## src/rtl/irqc_pkg.sv

```systemverilog
package irqc_pkg;
  // Which level supplies the vector on an acknowledge.
  typedef enum logic [1:0] {
    SRC_MASTER,
    SRC_SLAVE,
    SRC_M_SPUR,
    SRC_S_SPUR
  } vec_src_e;
endpackage

```

## src/rtl/irqc_prio.sv

```systemverilog
// Lowest-index finder: reports whether any bit is set and the index of the
// lowest set bit (highest priority).
module irqc_prio #(
  parameter int N_LINES = 8
) (
  input  logic [N_LINES-1:0]         vec,
  output logic                       hit,
  output logic [$clog2(N_LINES)-1:0] idx
);
  localparam int LW = $clog2(N_LINES);

  always_comb begin
    hit = 1'b0;
    idx = '0;
    for (int i = N_LINES - 1; i >= 0; i--) begin
      if (vec[i]) begin
        hit = 1'b1;
        idx = LW'(i);
      end
    end
  end
endmodule

```

## src/rtl/irqc_slice.sv

```systemverilog
// One priority slice: request latches, in-service bits, nesting decision.
module irqc_slice #(
  parameter int N_LINES = 8
) (
  input  logic                       clk,
  input  logic                       rst,
  input  logic [N_LINES-1:0]         line_in,
  input  logic [N_LINES-1:0]         line_mask,
  input  logic [N_LINES-1:0]         line_lvl,
  input  logic [N_LINES-1:0]         line_force,
  input  logic [N_LINES-1:0]         svc_skip,
  input  logic                       take,
  input  logic [$clog2(N_LINES)-1:0] take_line,
  input  logic                       done,
  output logic                       pend,
  output logic [$clog2(N_LINES)-1:0] win
);
  localparam int LW = $clog2(N_LINES);

  logic [N_LINES-1:0] req_q, svc_q, prev_q;
  logic [N_LINES-1:0] req_d, svc_d, rise, take_vec, done_vec;
  logic               req_hit, cur_hit, top_hit;
  logic [LW-1:0]      req_idx, cur_idx, top_idx;

  // Winner among unmasked latched requests.
  irqc_prio #(.N_LINES(N_LINES)) u_req (
    .vec (req_q & ~line_mask),
    .hit (req_hit),
    .idx (req_idx)
  );

  // Current in-service priority, optionally ignoring some lines.
  irqc_prio #(.N_LINES(N_LINES)) u_cur (
    .vec (svc_q & ~svc_skip),
    .hit (cur_hit),
    .idx (cur_idx)
  );

  // Line retired by an end-of-service pulse.
  irqc_prio #(.N_LINES(N_LINES)) u_top (
    .vec (svc_q),
    .hit (top_hit),
    .idx (top_idx)
  );

  for (genvar i = 0; i < N_LINES; i++) begin : g_line
    assign rise[i]     = line_in[i] & ~prev_q[i];
    assign take_vec[i] = take && (take_line == LW'(i));
    assign done_vec[i] = done && top_hit && (top_idx == LW'(i));
    // Level lines mirror the pin; edge lines latch and clear on acknowledge
    // (the clear wins over a same-cycle set).
    assign req_d[i]    = line_lvl[i] ? line_in[i]
                       : ((req_q[i] | rise[i] | line_force[i]) & ~take_vec[i]);
    assign svc_d[i]    = (svc_q[i] & ~done_vec[i]) | take_vec[i];
  end

  always_ff @(posedge clk) begin
    if (rst) begin
      req_q  <= '0;
      svc_q  <= '0;
      prev_q <= '0;
    end else begin
      req_q  <= req_d;
      svc_q  <= svc_d;
      prev_q <= line_in;
    end
  end

  assign pend = req_hit && (!cur_hit || (req_idx < cur_idx));
  assign win  = req_idx;
endmodule

```

## src/rtl/irqc_vec.sv

```systemverilog
// Two-level acknowledge resolution, vector register and interrupt output.
module irqc_vec
  import irqc_pkg::*;
#(
  parameter int N_LINES  = 8,
  parameter int VEC_W    = 8,
  parameter int CAS_LINE = 2
) (
  input  logic                       clk,
  input  logic                       rst,
  input  logic                       ack,
  input  logic                       m_pend,
  input  logic [$clog2(N_LINES)-1:0] m_win,
  input  logic                       s_pend,
  input  logic [$clog2(N_LINES)-1:0] s_win,
  input  logic [VEC_W-1:0]           base_m,
  input  logic [VEC_W-1:0]           base_s,
  output logic                       m_take,
  output logic                       s_take,
  output logic                       int_out,
  output logic [VEC_W-1:0]           vec,
  output logic                       vec_valid
);
  localparam int            LW     = $clog2(N_LINES);
  localparam logic [LW-1:0] SPUR   = LW'(N_LINES - 1);
  localparam logic [LW-1:0] CAS_IX = LW'(CAS_LINE);

  vec_src_e              src;
  logic [LW-1:0]         sel_line;
  logic [VEC_W-LW-1:0]   sel_base;
  logic                  base_unused;

  always_comb begin
    if (!m_pend) begin
      src      = SRC_M_SPUR;
      sel_line = SPUR;
    end else if (m_win == CAS_IX) begin
      if (s_pend) begin
        src      = SRC_SLAVE;
        sel_line = s_win;
      end else begin
        src      = SRC_S_SPUR;
        sel_line = SPUR;
      end
    end else begin
      src      = SRC_MASTER;
      sel_line = m_win;
    end
  end

  assign sel_base    = (src == SRC_MASTER || src == SRC_M_SPUR)
                     ? base_m[VEC_W-1:LW] : base_s[VEC_W-1:LW];
  assign m_take      = ack && m_pend;
  assign s_take      = ack && (src == SRC_SLAVE);
  assign base_unused = ^{base_m[LW-1:0], base_s[LW-1:0]};

  always_ff @(posedge clk) begin
    if (rst) begin
      vec       <= '0;
      vec_valid <= 1'b0;
      int_out   <= 1'b0;
    end else begin
      vec_valid <= ack;
      int_out   <= m_pend;
      if (ack) vec <= {sel_base, sel_line};
    end
  end
endmodule

```

## src/rtl/irqc_cascade.sv

```systemverilog
// Top: master and slave slices joined through the cascade line.
module irqc_cascade #(
  parameter int N_LINES  = 8,
  parameter int VEC_W    = 8,
  parameter int CAS_LINE = 2
) (
  input  logic                 clk,
  input  logic                 rst,
  input  logic [2*N_LINES-1:0] irq_in,
  input  logic [N_LINES-1:0]   mask_m,
  input  logic [N_LINES-1:0]   mask_s,
  input  logic [N_LINES-1:0]   level_m,
  input  logic [N_LINES-1:0]   level_s,
  input  logic [VEC_W-1:0]     base_m,
  input  logic [VEC_W-1:0]     base_s,
  input  logic                 cascade_nest,
  input  logic                 done_m,
  input  logic                 done_s,
  input  logic                 ack,
  output logic                 int_out,
  output logic [VEC_W-1:0]     vec,
  output logic                 vec_valid
);
  localparam int LW = $clog2(N_LINES);

  logic [N_LINES-1:0] m_line, m_lvl, m_force, m_skip;
  logic               m_pend, s_pend, m_take, s_take;
  logic [LW-1:0]      m_win, s_win;

  // The cascade line is owned by the slave: external pin dropped, always
  // treated as an edge line set whenever the slave is signalling.
  always_comb begin
    m_line           = irq_in[N_LINES-1:0];
    m_line[CAS_LINE] = 1'b0;
    m_lvl            = level_m;
    m_lvl[CAS_LINE]  = 1'b0;
    m_force          = '0;
    m_force[CAS_LINE] = s_pend;
    m_skip           = '0;
    m_skip[CAS_LINE] = cascade_nest;
  end

  irqc_slice #(.N_LINES(N_LINES)) u_master (
    .clk        (clk),
    .rst        (rst),
    .line_in    (m_line),
    .line_mask  (mask_m),
    .line_lvl   (m_lvl),
    .line_force (m_force),
    .svc_skip   (m_skip),
    .take       (m_take),
    .take_line  (m_win),
    .done       (done_m),
    .pend       (m_pend),
    .win        (m_win)
  );

  irqc_slice #(.N_LINES(N_LINES)) u_slave (
    .clk        (clk),
    .rst        (rst),
    .line_in    (irq_in[2*N_LINES-1:N_LINES]),
    .line_mask  (mask_s),
    .line_lvl   (level_s),
    .line_force ({N_LINES{1'b0}}),
    .svc_skip   ({N_LINES{1'b0}}),
    .take       (s_take),
    .take_line  (s_win),
    .done       (done_s),
    .pend       (s_pend),
    .win        (s_win)
  );

  irqc_vec #(.N_LINES(N_LINES), .VEC_W(VEC_W), .CAS_LINE(CAS_LINE)) u_vec (
    .clk       (clk),
    .rst       (rst),
    .ack       (ack),
    .m_pend    (m_pend),
    .m_win     (m_win),
    .s_pend    (s_pend),
    .s_win     (s_win),
    .base_m    (base_m),
    .base_s    (base_s),
    .m_take    (m_take),
    .s_take    (s_take),
    .int_out   (int_out),
    .vec       (vec),
    .vec_valid (vec_valid)
  );
endmodule

```

## config.mk

```make
export PLATFORM = sky130hd
export DESIGN_NAME = irqc_cascade
export DESIGN_NICKNAME = d
export VERILOG_FILES = /design/src/rtl/irqc_pkg.sv /design/src/rtl/irqc_prio.sv /design/src/rtl/irqc_slice.sv /design/src/rtl/irqc_vec.sv /design/src/rtl/irqc_cascade.sv
export SDC_FILE = /design/constraint.sdc
export NUM_CORES = 1
export LEC_CHECK = 0
export BUFFER_PORTS_ARGS = -buffer_cell sky130_fd_sc_hd__buf_2
export CELL_PAD_IN_SITES_DETAIL_PLACEMENT = 1
export CELL_PAD_IN_SITES_GLOBAL_PLACEMENT = 1
export CORE_AREA = 2 2 96 98
export CTS_CLUSTER_SIZE = 8
export DETAILED_ROUTE_END_ITERATION = 6
export DIE_AREA = 0 0 98 100
export PLACE_DENSITY = 0.86
export SYNTH_ARGS = -nofsm -noshare
export SYNTH_HDL_FRONTEND = slang
export SYNTH_SLANG_ARGS = --single-unit
```

## constraint.sdc

```tcl
create_clock -name clk -period 3.1 [get_ports clk]
set_input_delay 0 -clock clk [delete_from_list [all_inputs] [get_ports clk]]
set_output_delay 0 -clock clk [all_outputs]
set_load 0.02 [all_outputs]
```

After elaboration in Yosys (flattened, before gate mapping)
Index checks and enable logic that the tools add are counted.
{"block": "word_totals", "reg_bits": 57, "inputBits": 70, "word_cells": 323}
{"block": "op_classes", "n_lt_le_gt_ge": 2, "eq_ne": 30, "muxes": 102, "n_bitwise": 132, "reduce_logical": 48}
{"op": "3-bit 2-to-1 mux", "n": 43}
{"op": "1-bit 2-to-1 mux", "n": 55}
{"op": "3-bit == test, second input constant", "n": 16}
{"op": "1-bit AND", "n": 47}
{"op": "1-bit NOT", "n": 47}
{"op": "1-bit logical AND", "n": 38}
{"op": "1-bit OR", "n": 32}
{"op": "8-bit AND", "n": 3}
{"op": "3-bit by 2-bit == test with 1-bit output, second input constant", "n": 8}
{"op": "8-bit NOT", "n": 2}
{"op": "3-bit by 1-bit == test with 1-bit output, second input constant", "n": 4}
{"op": "3-bit zero test", "n": 4}
{"op": "3-bit NOT with 8-bit output", "n": 1}
{"op": "3-bit < comparator", "n": 2}
{"op": "2-bit 2-to-1 mux", "n": 3}
{"op": "5-bit 2-to-1 mux", "n": 1}
{"op": "1-bit logical OR", "n": 3}
{"op": "2-bit by 1-bit == test with 1-bit output, second input constant", "n": 1}
{"op": "2-bit == test, second input constant", "n": 1}
{"op": "1-bit zero test", "n": 2}
{"op": "2-bit zero test", "n": 1}

Depth between registers and ports, before layout
Gate-level depths: netlist of run 1.
{"block": "logic_depth", "ltp_word": 22, "mapped_depth": 12}

Modules after synthesis
From an unflattened synthesis of run 1, not the netlist that was laid out.
{"block": "hier_totals", "hier_cells": 401, "hier_area_um2": 3310.7}
{"module": "irqc_slice", "instances": 2, "cells_per_inst": 137, "area_each_um2": 1187.4, "seq_area_each_um2": 480.5}
{"module": "irqc_prio", "instances": 6, "cells_per_inst": 13, "area_each_um2": 80.1, "seq_area_each_um2": 0.0}
{"module": "irqc_vec", "instances": 1, "cells_per_inst": 48, "area_each_um2": 451.7, "seq_area_each_um2": 200.2}
{"module": "irqc_cascade", "instances": 1, "cells_per_inst": 1, "area_each_um2": 3.8, "seq_area_each_um2": 0.0}

Worst setup path before layout of run 1
Ideal clock, no wire load.
{"block": "synth_timing", "path_type": "register -> register", "start": "reg u_master.req_q[0]", "end": "reg u_slave.req_q[4]", "setup_time_ns": 0.122, "arrival_time_ns": 3.166, "path_slack_ns": -0.188, "path_stages_with_launch": 11, "period_less_slack_ns": 3.288, "path_cell_list": "dfxtp_1 -> nor2b_1 -> a2111oi_0 -> nor2b_1 -> ha_1 -> a211oi_1 -> o21ai_0 -> o211ai_2 -> nand2_2 -> or4_4 -> o311a_1"}
{"block": "synth_between", "elab_chain_cells": 12}
{"item": "start: declaration", "line": "irqc_slice.sv:20", "text": "logic [N_LINES-1:0] req_q, svc_q, prev_q;"}
{"item": "start signal: assignment", "line": "irqc_slice.sv:63", "text": "req_q <= req_d;"}
{"item": "8-bit AND (*)", "line": "irqc_slice.sv:27", "text": ".vec (req_q & ~line_mask),"}
{"item": "3-bit 2-to-1 mux", "line": "irqc_prio.sv:16", "text": "if (vec[i]) begin"}
{"item": "3-bit < comparator", "line": "irqc_slice.sv:69", "text": "assign pend = req_hit && (!cur_hit || (req_idx < cur_idx));"}
{"item": "1-bit logical OR", "line": "irqc_slice.sv:69"}
{"item": "1-bit logical AND", "line": "irqc_slice.sv:69"}
{"item": "2-bit 2-to-1 mux (*)", "line": "irqc_vec.sv:34", "text": "if (!m_pend) begin"}
{"item": "2-bit by 1-bit == test with 1-bit output (*)", "line": "irqc_vec.sv:54", "text": "assign s_take = ack && (src == SRC_SLAVE);"}
{"item": "1-bit logical AND (*)", "line": "irqc_vec.sv:54"}
{"item": "1-bit logical AND (*)", "line": "irqc_slice.sv:48", "text": "assign take_vec[i] = take && (take_line == LW'(i));"}
{"item": "1-bit NOT (*)", "line": "irqc_slice.sv:53", "text": ": ((req_q[i] | rise[i] | line_force[i]) & ~take_vec[i]);"}
{"item": "1-bit AND (*)", "line": "irqc_slice.sv:53"}
{"item": "1-bit 2-to-1 mux (*)", "line": "irqc_slice.sv:52", "text": "assign req_d[i] = line_lvl[i] ? line_in[i]"}
{"item": "end signal: assignment", "line": "irqc_slice.sv:63"}
{"item": "end: declaration", "line": "irqc_slice.sv:20"}
Mark *: on every way between the ends. The rest lies on a longest branch, timed or not.
A chain may end at the register's enable or synchronous reset.

Final worst setup path of run 1
{"block": "layout_timing", "start": "reg u_master.req_q[3]", "end": "reg u_slave.req_q[6]"}
{"block": "layout_between", "elab_chain_cells": 15}
{"item": "8-bit AND (*)", "line": "irqc_slice.sv:27"}
{"item": "3-bit 2-to-1 mux (4 in series)", "line": "irqc_prio.sv:16"}
{"item": "3-bit < comparator", "line": "irqc_slice.sv:69"}
{"item": "1-bit logical OR", "line": "irqc_slice.sv:69"}
{"item": "1-bit logical AND", "line": "irqc_slice.sv:69"}
{"item": "2-bit 2-to-1 mux (*)", "line": "irqc_vec.sv:34"}
{"item": "2-bit by 1-bit == test with 1-bit output (*)", "line": "irqc_vec.sv:54"}
{"item": "1-bit logical AND (*)", "line": "irqc_vec.sv:54"}
{"item": "1-bit logical AND (*)", "line": "irqc_slice.sv:48"}
{"item": "1-bit NOT (*)", "line": "irqc_slice.sv:53"}
{"item": "1-bit AND (*)", "line": "irqc_slice.sv:53"}
{"item": "1-bit 2-to-1 mux (*)", "line": "irqc_slice.sv:52"}
Marked as above.

==> flow_summary_export.csv, run 1 <==
group,metric,value,unit
run_status,status,"completed",
routing,drc,0,
worst_setup_path,crit_fanout,4,
worst_setup_path,crit_chain,"nor2b_1 > a2111oi_2 > nor2b_4 > ha_4 > a211oi_2 > o21ai_2 > o211ai_2 > nand2_2 > or4_4 > o311a_1",
clock_tree,cts_sinks,57,
clock_tree,cts.clk_slew.worst_paths,0.06,ns
yosys,ys_warn_count,0,
die,design.core.area,0.00889,sq mm
die,die_w,98,microns
placed_design,io_buffers,71,
pwr,power.density,481,mW/mm^2
sta,slew_headroom,0.338,
routing,wl,9980,microns
sta,hold_violations,0,
hold_path,hold_start,"base_m[4]",
hold_path,whs_path_depth,3,
cells_and_area,syn2layout_area_growth,40.9,%
routing,wire_per_inst,16.5,microns
sta,slew_viol_final,0,
clock_tree,htreeDepth,3,
yosys,ys_dominant_reg_cell,"dfxtp_1",
yosys,synth_cell_types,54,
routing,postRouteAntennaNets,0,
sta,period_needed,3.05,ns
yosys,synth_fp_nets,435,
yosys,synth_edf_count,0,
worst_setup_path,path_buf_inv,0,
clock_tree,cts_buffers,9,
die,die_y,100,microns
worst_setup_path,end_kind,"register",
sta,fmax,328,MHz
yosys,syn_avg_cell_area,8.13,sq um
worst_setup_path,critical-path-top-delay-family,"compound AO/OA/AOI/OAI gates",
worst_setup_path,critPathSlowestCell,"or4_4",
cells_and_area,post-route-util,0.466,
cells_and_area,final_cells,606,
worst_setup_path,r2r_cells,10,
global_routing,grt-ovfl-total,0,
sta,fin_ws,0.0524,ns
yosys,async_flop_share,0,
pwr,ir_worst_vdd,0.000198,V
cells_and_area,drive_gt1_frac,0.265,
routing,vias,3205,
worst_setup_path,required,3.32,ns
routing,dr.pass1.iters,4,
job,timing.max_cap.violations,0,
sta,worst_slew_pin_slew,0.968,ns
clock_tree,tritoncts,"built",
worst_setup_path,critPathArrivalTime,3.27,ns
clock_tree,cts_buffer_depth,2,
sta,clock_skew,0.00481,ns
worst_setup_path,cp_num_cells,10,
placed_design,dpl_cell_area,0.00357,sq mm
placed_design,gp_congestion,0.887,
cells_and_area,num_antenna_cells,0,
global_routing,grt.total_usage,0.208,
yosys,syn_inst,361,
placed_design,dp_hpwl,7230,microns
die,rows,35,
placed_design,dp_cells,556,
worst_setup_path,max_stage_delay,0.53,ns
yosys,seq_area_frac_synth,0.389,
clock_tree,clk-insertion-delay-late,0.34,ns
global_routing,grt_pass1_vias,3457,
die,io_pins,80,
die,die_area,0.00980,sq mm
cells_and_area,final_cell_mix,"buf_2, dfxtp_1, nor2_1, dlygate4sd3_1, nor2b_1",
routing,drtIter0Drc,78,
sta,fin_tns_setup,0,ns
placed_design,post-place-ws,0.00191,ns
die,initial_core_util,0.330,
sta,setup_violations,0,
global_routing,antenna_found_initial,0,
yosys,syn_area,0.00294,sq mm
clock_tree,cts_root_buf,"clkbuf_8",
global_routing,grt_pass1_wl,16200,microns
cells_and_area,final_common_cell,"buf_2",
routing,vias_per_cell,5.29,
pwr,p_leak,1.80,nW
worst_setup_path,rr_startpoint,"u_master.req_q[3]",
worst_setup_path,start_kind,"register",
sta,finalCritPeriodShare,0.983,
worst_setup_path,critPathLaunch,"u_master.req_q[3]",
worst_setup_path,regToRegSetupSlack,0.05,ns
cells_and_area,fin_nets,564,
worst_setup_path,path_class,"register to register",
cells_and_area,stdcell_area,0.00414,sq mm
global_routing,grt_max_degree,37,
yosys,ys_seq_elements,57,
hold_path,holdCritPathClass,"primary input to register",
[worst paths after layout]
path / endpoint
min: u_vec.vec[4]
max: u_slave.req_q[6]
min reg2reg: u_vec.vec[2]
max reg2reg: u_slave.req_q[6]
[sequential cells by signal, indices dropped and copies added (netlist names)]
| register | cells |
|---|---|
| u_slave.prev_q | 8 |
| u_master.svc_q | 8 |
| u_vec.int_out | 1 |
| u_master.req_q | 8 |
| u_slave.req_q | 8 |
| u_vec.vec_valid | 1 |
| u_slave.svc_q | 8 |
| u_vec.vec | 8 |
| u_master.prev_q | 7 |
[layer usage]
layer  vias up  GRT usage  part of all wire
met4         0     0.0801             0.027
met1      1551      0.216              0.39
li1       1564          -                 -
met5         -          0                 0
met2        63      0.399              0.55
met3        27     0.0522             0.033
[timing repair]
item                                    4_1_cts  5_1_grt
buffers inserted                              0        2
endpoints found under the setup margin        3       10
gates resized for setup                       1        9
pin swaps                                     0        4
hold endpoints to repair                     34        0
cloned                                        0        0
hold buffers                                 32        0
[worst register-to-register path: stages (launching register included)]
cell	delay (ns)
dfxtp_1	0.33
nor2b_1	0.17
a2111oi_2	0.41
nor2b_4	0.24
ha_4	0.22
a211oi_2	0.27
o21ai_2	0.11
o211ai_2	0.24
nand2_2	0.11
or4_4	0.53
o311a_1	0.31
[cells in the mapped netlist, types with 5 or more instances]
| cell | count | area share |
|---|---|---|
| dfxtp_1 | 57 | 0.39 |
| nor2_1 | 34 | 0.043 |
| nor2b_1 | 32 | 0.068 |
| a21oi_1 | 24 | 0.041 |
| inv_1 | 22 | 0.028 |
| nand2_1 | 22 | 0.028 |
| o21ai_0 | 19 | 0.032 |
| nand2b_1 | 14 | 0.030 |
| nand3_1 | 10 | 0.017 |
| a211oi_1 | 9 | 0.023 |
| clkbuf_1 | 9 | 0.012 |
| nor3b_1 | 9 | 0.023 |
| nor3_1 | 8 | 0.014 |
| nor4_1 | 8 | 0.017 |
| o211ai_1 | 6 | 0.015 |
| o22ai_1 | 6 | 0.013 |
| o31ai_1 | 6 | 0.015 |
| mux2i_1 | 5 | 0.017 |
[through the flow]
stage	hold WS, ns	power, mW
2_1_floorplan	0.0791	1.08
3_3_place_gp	0.204	1.24
3_5_place_dp	0.235	1.27
4_1_cts	0.0000289	1.98
5_1_grt	0.0277	2.10
6_report	0.0149	1.99
[cell families (layout without fill, tap and decap cells)]
family	count (synthesis)	in the layout	synth area share
buffers and inverters	32	166	0.0413
AOI/OAI and AO/OA	100	100	0.227
adders and majority gates	4	4	0.0170
and+or+nand+nor	163	163	0.309
DFF	57	57	0.389
muxes	5	5	0.0170
[area by class of cell]
| cell class | instances | area [sq um] |
|---|---|---|
| fill | 1107 | 4750 |
| sequential | 57 | 1140 |
| inverter | 22 | 82.6 |
| multi-input combinational | 272 | 1720 |
| tap | 111 | 139 |
| clock buffer | 14 | 183 |
| timing repair buffer | 128 | 867 |
| clock inverter | 2 | 10.0 |
[report_power, final]
| part | leakage (nW) | internal [mW] | switching, mW | total, mW |
|---|---|---|---|---|
| Clock | 0.102 | 0.375 | 0.294 | 0.669 |
| Combinational | 1.22 | 0.241 | 0.277 | 0.519 |
| Sequential | 0.472 | 0.780 | 0.0254 | 0.805 |
No activity file was read; power rests on OpenSTA's default activity.
==> run 2: changes to the inputs <==
--- a/config.mk
+++ b/config.mk
@@ -8,10 +8,10 @@
 export BUFFER_PORTS_ARGS = -buffer_cell sky130_fd_sc_hd__buf_2
 export CELL_PAD_IN_SITES_DETAIL_PLACEMENT = 1
 export CELL_PAD_IN_SITES_GLOBAL_PLACEMENT = 1
-export CORE_AREA = 2 2 96 98
+export CORE_AREA = 5 5 99 101
 export CTS_CLUSTER_SIZE = 8
 export DETAILED_ROUTE_END_ITERATION = 6
-export DIE_AREA = 0 0 98 100
+export DIE_AREA = 0 0 104 106
 export PLACE_DENSITY = 0.86
 export SYNTH_ARGS = -nofsm -noshare
 export SYNTH_HDL_FRONTEND = slang
==> run 2 against run 1 <==
  * Largest cell class unchanged
  * Wire length rose by 6.2%
  * Critical path depth did not move
  * Setup slack improved by 0.075 ns
  * Die area rose by 12%
  * Cell area rose by 3.0%
  * Combinational power barely moved
  * Non-clock buffer count rose by 1
  * Sequential power barely moved
  * Clock-buffer cell count fell by 3
==> flow_summary_export.csv, run 2 (same netlist as run 1, synthesis figures left out) <==
group,metric,value,unit
worst_setup_path,crit_chain,"nor2b_4 > a2111oi_4 > nor2b_4 > ha_4 > a211oi_2 > o21ai_1 > o211ai_2 > nand2_2 > or4_4 > o311a_1",
die,initial_core_util,0.329,
sta,setup_violations,0,
routing,wl,10600,microns
sta,finalCritPeriodShare,0.959,
pwr,clkPwrFrac,0.412,
worst_setup_path,rr_startpoint,"u_master.req_q[3]",
die,design.core.area,0.00893,sq mm
sta,hold_violations,0,
routing,vias_per_cell,5.30,
pwr,p_leak,1.84,nW
cells_and_area,final_common_cell,"buf_2",
clock_tree,cts_root_buf,"clkbuf_8",
pwr,p_comb_frac,0.231,
worst_setup_path,critPathArrivalTime,3.20,ns
global_routing,grt_max_degree,30,
run_status,status,"completed",
hold_path,whs_endpoint,"u_master.req_q[3]",
cells_and_area,final_cells,607,
sta,slew_viol_final,0,
global_routing,antenna_found_initial,0,
routing,dr.pass1.iters,4,
placed_design,dp_cells,554,
clock_tree,cts_sinks,57,
worst_setup_path,critPathSlowestCell,"or4_4",
die,rows,35,
worst_setup_path,r2r-end,"u_slave.req_q[6]",
placed_design,gp_congestion,0.858,
pwr,power.density,529,mW/mm^2
clock_tree,clk-insertion-delay-late,0.34,ns
pwr,switching_share,0.275,
clock_tree,cts_buffer_depth,2,
die,io_pins,80,
placed_design,io_buffers,71,
cells_and_area,syn2layout_area_growth,45.2,%
clock_tree,htreeDepth,3,
worst_setup_path,start_kind,"register",
clock_tree,tritoncts,"built",
worst_setup_path,end_kind,"register",
routing,drtIter0Drc,87,
global_routing,grt_pass1_wl,17200,microns
cells_and_area,final_cell_mix,"buf_2, dfxtp_1, dlygate4sd3_1, nor2_1, nor2b_1",
sta,fmax,336,MHz
sta,clock_skew,0.00651,ns
worst_setup_path,required,3.33,ns
sta,worst_slew_pin_slew,0.970,ns
worst_setup_path,path_class,"register to register",
routing,drc,0,
routing,postRouteAntennaNets,0,
clock_tree,cts.clk_slew.worst_paths,0.07,ns
routing,wire_per_inst,17.5,microns
hold_path,hold_start,"level_m[3]",
global_routing,grt_pass1_vias,3572,
global_routing,grt-ovfl-total,0,
worst_setup_path,regToRegSetupSlack,0.13,ns
pwr,p_switching,0.620,mW
die,die_w,104,microns
die,die_area,0.0110,sq mm
clock_tree,cts_buffers,9,
hold_path,whs_path_depth,4,
routing,vias,3220,
hold_path,holdCritPathClass,"primary input to register",
pwr,ir_worst_vdd,0.000258,V
cells_and_area,drive_gt1_frac,0.268,
pwr,pwr-share-seq,0.357,
job,timing.max_cap.violations,0,
worst_setup_path,max_stage_delay,0.52,ns
cells_and_area,fin_nets,565,
sta,worst_hold_slack,0.0151,ns
pwr,total_power,2.26,mW
sta,slew_headroom,0.337,
die,die_y,106,microns
sta,period_needed,2.97,ns
worst_setup_path,crit_top_cell,"nor2b_4",
global_routing,grt.total_usage,0.191,
cells_and_area,fill_cells,1094,
pwr,p_int,1.64,mW
placed_design,dp_hpwl,7610,microns
worst_setup_path,r2r_cells,10,
cells_and_area,num_antenna_cells,0,
worst_setup_path,crit_fanout,4,
==> run 2: cell count changes in the layout (fill, tap and decap cells not counted), sizes merged <==
cell	delta
clkinv	-2
clkinvlp	+1
clkbuf	-3
buf	-1
bufinv	+4
dlygate4sd3	+2
==> run 2: worst max-delay path by stage <==
stage / cells past startpoint / end / slack (ns) / from
5_1_grt: 11 / u_slave.req_q[6] / -0.03 / u_master.req_q[7]
2_1_floorplan: 9 / u_slave.req_q[4] / 0.03 / u_master.svc_q[1]
3_5_place_dp: 9 / u_slave.req_q[6] / -0.006 / u_master.svc_q[2]
3_3_place_gp: 9 / u_slave.req_q[4] / 0.11 / u_master.svc_q[2]
4_1_cts: 9 / u_slave.req_q[6] / 0.009 / u_master.svc_q[2]
6_report: 10 / u_slave.req_q[6] / 0.13 / u_master.req_q[3]
==> run 2: power groups by stage <==
| stage | Sequential [mW] | Clock (mW) | Combinational (mW) |
|---|---|---|---|
| 2_1_floorplan | 0.832 | 0 | 0.250 |
| 3_3_place_gp | 0.816 | 0 | 0.420 |
| 5_1_grt | 0.808 | 0.987 | 0.571 |
| 3_5_place_dp | 0.820 | 0 | 0.441 |
| 4_1_cts | 0.804 | 0.948 | 0.481 |
| 6_report | 0.805 | 0.931 | 0.521 |
==> run 2: cell type report <==
type,instances,area [sq um],share of cell area
clock buffers,11,131,0.0308
inverters,22,82.6,0.0194
well taps,111,139,0.0326
clock inverters,5,128,0.0299
repair buffers,129,880,0.206
flip-flops and latches,57,1140,0.268
multi-input cells,272,1760,0.413
==> run 2: metal layers <==
| metal | vias up | global-route usage | share of wire |
|---|---|---|---|
| met5 | - | 0 | 0 |
| met4 | 0 | 0.0712 | 0.019 |
| li1 | 1558 | - | - |
| met1 | 1580 | 0.199 | 0.39 |
| met2 | 61 | 0.366 | 0.55 |
| met3 | 21 | 0.0480 | 0.033 |
==> run 2: critical path, delay by kind of cell, from the launching register on <==
kind | cells | cell delay, ns
AOI/OAI and AO/OA | 5 | 1.28
DFF | 1 | 0.35
and+or+nand+nor | 4 | 1.00
adders and majority gates | 1 | 0.21
==> run 2: what timing repair did <==
action	4_1_cts	5_1_grt
hold endpoints to repair	34	0
pin swaps	0	7
hold buffers	34	0
resized for setup	1	18
buffers inserted	0	3
setup endpoints to repair	2	13
==> run 2: stage by stage <==
stage / TNS (ns) / worst slack (ns) / cell area (sq um) / util
detailed placement: -0.00558 / -0.00558 / 3560 / 0.398
finish: 0 / 0.128 / 4260 / 0.477
CTS: 0 / 0.00863 / 4160 / 0.465
floorplan: 0 / 0.0343 / 2940 / -
global placement: 0 / 0.112 / 3560 / 0.398
global route: -0.0267 / -0.0267 / 4260 / 0.477
